$ cat src/rtl/irq_sc_pkg.sv
package irq_sc_pkg;

    localparam int NUM_BANKS   = 2;
    localparam int BANK_STRIDE = 'h20;
    localparam int FIRST_BASE  = 'h40;

    // register kind within a bank, by word index
    typedef enum logic [1:0] {
        KIND_PSET = 2'd0,
        KIND_PCLR = 2'd1,
        KIND_ESET = 2'd2,
        KIND_ECLR = 2'd3
    } reg_kind_e;

    typedef struct packed {
        logic      hit;
        logic      bank;
        reg_kind_e kind;
    } reg_sel_t;

endpackage

$ cat src/rtl/irq_sc_decode.sv
module irq_sc_decode
    import irq_sc_pkg::*;
#(
    parameter int ADDR_W = 8
) (
    input  logic [ADDR_W-1:0] addr,
    output reg_sel_t          sel
);
    localparam int KIND_SPAN = 16;

    always_comb begin
        sel = '{hit: 1'b0, bank: 1'b0, kind: KIND_PSET};
        for (int b = 0; b < NUM_BANKS; b++) begin
            for (int k = 0; k < 4; k++) begin
                if (int'(addr) == FIRST_BASE + b * BANK_STRIDE + k * 4) begin
                    sel.hit  = 1'b1;
                    sel.bank = b[0];
                    sel.kind = reg_kind_e'(k[1:0]);
                end
            end
        end
    end

    // a decoded offset must lie inside one bank's 16-byte window
    always_comb begin
        if (sel.hit)
            undecoded_range_chk: assert (int'(addr) >= FIRST_BASE &&
                int'(addr) < FIRST_BASE + NUM_BANKS * BANK_STRIDE &&
                (int'(addr) - FIRST_BASE) % BANK_STRIDE < KIND_SPAN);
    end

endmodule

$ cat src/rtl/irq_sc_bank.sv
module irq_sc_bank #(
    parameter int          WIDTH      = 32,
    parameter logic [31:0] STORE_MASK = 32'hFFFF_FFFF
) (
    input  logic             clk,
    input  logic             rst_n,
    input  logic             pset_we,
    input  logic             pclr_we,
    input  logic             eset_we,
    input  logic             eclr_we,
    input  logic [WIDTH-1:0] wdata,
    input  logic [WIDTH-1:0] hw_src,
    output logic [WIDTH-1:0] pend_q,
    output logic [WIDTH-1:0] en_q
);
    localparam logic [WIDTH-1:0] KEEP = STORE_MASK[WIDTH-1:0];

    logic [WIDTH-1:0] set_mask;
    logic [WIDTH-1:0] clr_mask;
    logic [WIDTH-1:0] pend_d;
    logic [WIDTH-1:0] en_d;

    always_comb begin
        set_mask = (hw_src | (pset_we ? wdata : '0)) & KEEP;
        clr_mask = pclr_we ? wdata : '0;
        // set has priority over clear so no event is dropped
        pend_d   = ((pend_q & ~clr_mask) | set_mask) & KEEP;
        en_d     = (en_q & ~(eclr_we ? wdata : '0)) | (eset_we ? wdata : '0);
    end

    always_ff @(posedge clk) begin
        if (!rst_n) begin
            pend_q <= '0;
            en_q   <= '0;
        end else begin
            pend_q <= pend_d;
            en_q   <= en_d;
        end
    end


    pset_sticks_chk: assert property (@(posedge clk) disable iff (!rst_n)
        pset_we |=> ((pend_q & $past(wdata & KEEP)) == $past(wdata & KEEP)));


    pclr_clears_chk: assert property (@(posedge clk) disable iff (!rst_n)
        pclr_we |=> ((pend_q & $past(wdata & ~hw_src)) == '0));


    hw_latch_chk: assert property (@(posedge clk) disable iff (!rst_n)
        (|(hw_src & KEEP)) |=> ((pend_q & $past(hw_src & KEEP)) == $past(hw_src & KEEP)));


    set_beats_clear_chk: assert property (@(posedge clk) disable iff (!rst_n)
        (pclr_we && |(hw_src & wdata & KEEP)) |=>
            ((pend_q & $past(hw_src & wdata & KEEP)) == $past(hw_src & wdata & KEEP)));


    en_clear_chk: assert property (@(posedge clk) disable iff (!rst_n)
        eclr_we |=> ((en_q & $past(wdata)) == '0));

endmodule

$ cat src/rtl/irq_sc_ctrl.sv
module irq_sc_ctrl
    import irq_sc_pkg::*;
#(
    parameter int DATA_W = 32,
    parameter int ADDR_W = 8
) (
    input  logic              clk,
    input  logic              rst_n,
    input  logic [ADDR_W-1:0] reg_addr,
    input  logic              reg_wr,
    input  logic [DATA_W-1:0] reg_wdata,
    output logic [DATA_W-1:0] reg_rdata,
    input  logic [DATA_W-1:0] src_a,
    input  logic [DATA_W-1:0] src_b,
    output logic              fiq
);
    localparam int                SUM_BIT  = DATA_W - 1;
    localparam logic [DATA_W-1:0] SUM_ONLY = DATA_W'(1) << SUM_BIT;

    reg_sel_t          sel;
    logic [DATA_W-1:0] pend_q [NUM_BANKS];
    logic [DATA_W-1:0] en_q   [NUM_BANKS];
    logic [DATA_W-1:0] srcs   [NUM_BANKS];
    logic [DATA_W-1:0] pend_view_a;
    logic              cascade;
    logic              fiq_q;

    assign srcs[0] = src_a;
    assign srcs[1] = src_b;

    irq_sc_decode #(.ADDR_W(ADDR_W)) decode_i (
        .addr (reg_addr),
        .sel  (sel)
    );

    for (genvar b = 0; b < NUM_BANKS; b++) begin : g_bank
        localparam logic [31:0] MASK = (b == 0) ? 32'(~SUM_ONLY) : 32'hFFFF_FFFF;
        logic bank_hit;
        assign bank_hit = reg_wr && sel.hit && (sel.bank == b[0]);

        irq_sc_bank #(.WIDTH(DATA_W), .STORE_MASK(MASK)) bank_i (
            .clk     (clk),
            .rst_n   (rst_n),
            .pset_we (bank_hit && sel.kind == KIND_PSET),
            .pclr_we (bank_hit && sel.kind == KIND_PCLR),
            .eset_we (bank_hit && sel.kind == KIND_ESET),
            .eclr_we (bank_hit && sel.kind == KIND_ECLR),
            .wdata   (reg_wdata),
            .hw_src  (srcs[b]),
            .pend_q  (pend_q[b]),
            .en_q    (en_q[b])
        );
    end

    always_comb begin
        cascade     = |(pend_q[1] & en_q[1]);
        pend_view_a = (pend_q[0] & ~SUM_ONLY) | (cascade ? SUM_ONLY : '0);
    end

    always_comb begin
        reg_rdata = '0;
        if (sel.hit) begin
            unique case (sel.kind)
                KIND_PSET, KIND_PCLR: reg_rdata = sel.bank ? pend_q[1] : pend_view_a;
                KIND_ESET, KIND_ECLR: reg_rdata = sel.bank ? en_q[1] : en_q[0];
                default:              reg_rdata = '0;
            endcase
        end
    end

    always_ff @(posedge clk) begin
        if (!rst_n) fiq_q <= 1'b0;
        else        fiq_q <= |(pend_view_a & en_q[0]);
    end

    assign fiq = fiq_q;


    summary_fiq_chk: assert property (@(posedge clk) disable iff (!rst_n)
        (|(pend_q[1] & en_q[1]) && en_q[0][SUM_BIT]) |=> fiq);


    fiq_quiet_chk: assert property (@(posedge clk) disable iff (!rst_n)
        (en_q[0] == '0) |=> !fiq);


    always_comb begin
        if (!sel.hit)
            undecoded_zero_chk: assert (reg_rdata == '0);
    end

endmodule

$ cat config.mk
export PLATFORM = sky130hd
export DESIGN_NAME = irq_sc_ctrl
export DESIGN_NICKNAME = d
export VERILOG_FILES = /design/src/rtl/irq_sc_pkg.sv /design/src/rtl/irq_sc_decode.sv /design/src/rtl/irq_sc_bank.sv /design/src/rtl/irq_sc_ctrl.sv
export SDC_FILE = /design/constraint.sdc
export NUM_CORES = 1
export LEC_CHECK = 0
export BUFFER_PORTS_ARGS = -buffer_cell sky130_fd_sc_hd__clkbuf_2
export CAP_MARGIN = 25
export CORE_UTILIZATION = 50
export CTS_CLUSTER_DIAMETER = 40
export DETAILED_ROUTE_END_ITERATION = 12
export PLACE_DENSITY = 0.75
export SETUP_SLACK_MARGIN = 0.1
export SLEW_MARGIN = 15
export SYNTH_ARGS = -nofsm -noshare
export SYNTH_HDL_FRONTEND = slang
export SYNTH_SLANG_ARGS = --single-unit
$ cat constraint.sdc
create_clock -name clk -period 2.5 [get_ports clk]
set_input_delay 0.5 -clock clk [delete_from_list [all_inputs] [get_ports clk]]
set_output_delay 0.5 -clock clk [all_outputs]
set_load 0.01 [all_outputs]
==> flow_summary.ini <==
[status]
outcome = complete, but fails checks
violations = setup timing

[layout]
fin_cells = 1097
area_growth_pct = 29.17
diodes = 0
fin_nets = 1019
final_layout_size_suffix_gt1_share_pct = 27.68
final_core_util_pct = 67.44

[logic_synthesis]
synth_edf_count = 0
synth_flop_cell = dfxtp_1
syn_area_sq_mm = 0.006696
yosysWarnings = 0
syn_inst = 772
synth_compound_area_share_pct = 15.27
synth_top_cell_area_share_pct = 38.27
synthArstFlopShare_pct = 0
netlist_top_cells_count = nand2_1, dfxtp_1, mux2i_1
synth_xor_area_share_pct = 0
ys_types = 30
synth-seq-cells = 128
yosys.cell_count.top_type = nand2_1
synth_top_family_by_area = simple AND/OR/NAND/NOR gates
synth.area.top_cells = dfxtp_1, mux2i_1, nand2_1, o31a_1, and2_0
synth_fp_nets = 879
synth.avg_cell_area_sq_um = 8.674
yosysSeqAreaShare_pct = 38.27
synthMuxAreaShare_pct = 18.98
synth_fa_ha_area_share_pct = 0
synth_simple_gate_area_share_pct = 22.81
synth_top_cell_by_area = dfxtp_1

[global_route]
grt_pass1_wl_microns = 32030
grt_use_total_pct = 29.74
grt_pass1_vias = 5949
antenna_found_initial = 0
grt_max_degree = 53
grt_overflow = 0

[floorplanning]
core-area_sq_mm = 0.01282
die_h_microns = 117.7
die_area_sq_mm = 0.01386
io_pins = 140
fp-row-count = 41
start_util_pct = 52.21
die_x_microns = 117.7

[placement]
dp_hpwl_microns = 14410
port_buffers = 138
place_inst = 1062
gp_congestion = 0.8993

[cts]
cts_tree = built
h-tree-depth = 4
worstSkewPairLatency_ns = 0.42
clock-sinks = 128
path_clk_slew_ns = 0.06
cts_buffers = 17
cts_buffer_depth = 2
hold_buffers = 0
root_buffer = clkbuf_16

[hold_path]
hold_path.class = in -> reg

[critical_path]
r2r_slack_ns = 0.88
start_kind = input pin
criticalPathCategory = in -> out
endpoint_kind = primary output
cp.required_ns = 2.00
cp_max_fo = 16
worstPathArrival_ns = 2.12

[route]
first_pass_iters = 6
drc = 0
routed_wl_microns = 20460
viasPerCell = 5.826
drt_iter0_drc = 606
drt-wirelength-per-cell_microns = 18.65
drtAntennaViolNets = 0
vias = 6391

[sta]
hold_ws_ns = 0.2959
clock_skew_ns = 0.008044
rsz0062_at_grt = yes
worst_slack_ns = -0.1184
final-setup-viol-count = 31
worst_pin_slew_ns = 0.5591
max_slew_margin_pct = 62.73
fin_crit_sh_pct = 104.7
max_clock_freq_mhz = 381.9
drv_slew = 0
period_needed_ns = 2.618
hold_viol = 0

[job]
cap_viol_max_count = 0

[power_and_ir_drop]
leakagePower_nw = 4.062
peakVddDrop_mv = 0.5424
power_density_mw_per_mm2 = 588.7
critical path, stage by stage:
cell	delay, ns
buf_6	0.09
or4b_4	0.56
nor2_4	0.13
nand2_4	0.12
buf_16	0.19
mux2i_1	0.23
o22ai_2	0.13
clkbuf_2	0.14
final cells by class:
cell class / count / area [sq um]
Inverter: 1 / 3.754
Tap cell: 172 / 215.2
Clock buffer: 22 / 484.2
Timing Repair Buffer: 175 / 1176
Fill cell: 1048 / 4175
Clock inverter: 10 / 108.9
Sequential cell: 128 / 2562
Multi-Input combinational cell: 589 / 4099
through the flow:
step	setup slack, ns	setup TNS (ns)	total power [W]	area, sq um
global placement	-0.1335	-2.979	0.002635	7896
detailed placement	-0.1449	-3.815	0.002642	7896
global route	-0.1651	-4.323	0.005238	8650
floorplan	0.09066	0	0.002419	6915
finish	-0.1184	-2.525	0.005092	8650
CTS	-0.09336	-1.436	0.005100	8578
worst paths after layout:
kind	to	startpoint	cells past startpoint
worst min-delay path	g_bank[1].bank_i.pend_q[31]$_SDFF_PN0_	src_b[31]	2
worst max register to register	fiq$_SDFF_PN0_	g_bank[0].bank_i.en_q[16]$_SDFF_PN0_	5
worst max-delay path	reg_rdata[2]	reg_addr[1]	8
worst min register to register	g_bank[1].bank_i.en_q[11]$_SDFF_PN0_	g_bank[1].bank_i.en_q[11]$_SDFF_PN0_	2
state kept, by name, summed over array words and instances, names as in the netlist:
name                  cells
g_bank.bank_i.en_q       64
g_bank.bank_i.pend_q     63
fiq                       1
placed cells by master, fill, tap and decap left out, types with 6 or more instances in the layout:
| cell type | synthesis | final |
|---|---|---|
| nand4_1 | 6 | 6 |
| a221oi_1 | 21 | 21 |
| nor2b_1 | 21 | 21 |
| and2_1 | 9 | 9 |
| mux2i_1 | 127 | 118 |
| mux2i_2 | 0 | 7 |
| nor2_1 | 51 | 50 |
| and2_0 | 40 | 40 |
| dfxtp_1 | 128 | 128 |
| nand2_1 | 197 | 195 |
| buf_4 | 3 | 23 |
| clkbuf_2 | 0 | 122 |
| o31a_1 | 49 | 49 |
| clkbuf_16 | 0 | 18 |
| a22o_1 | 7 | 7 |
| buf_2 | 10 | 14 |
| o22ai_2 | 0 | 31 |
| buf_12 | 0 | 11 |
| a22oi_1 | 16 | 15 |
logic make-up after synthesis:
kind of cell    Yosys count
simple gates            333
buf+inv                  55
mux                     127
compound gates          129
flops                   128
power by group:
group          switching (W)  leakage [nW]  total (W)  internal, W
registers          0.0000880          1.05    0.00220      0.00212
logic               0.000215          2.72   0.000411     0.000196
clock network       0.000911         0.292    0.00248      0.00156
total                0.00121          4.06    0.00509      0.00388
per-layer routing:
layer  GRT usage, %  wire [microns]  vias to the layer above  share of wire, %
li1               -               -                     3007                 -
met2          45.04            9134                      295                45
met3          5.669            1467                       42               7.2
met5              0               0                        -                 0
met1          41.48            9302                     3047                45
met4          11.70             560                        0               2.7
repair_timing:
item | CTS | global route
cloned | 1 | 1
setup endpoints to repair | 31 | 32
setup buffers | 1 | 0
gates resized for setup | 13 | 23
Power figures use the tool's default switching activity.
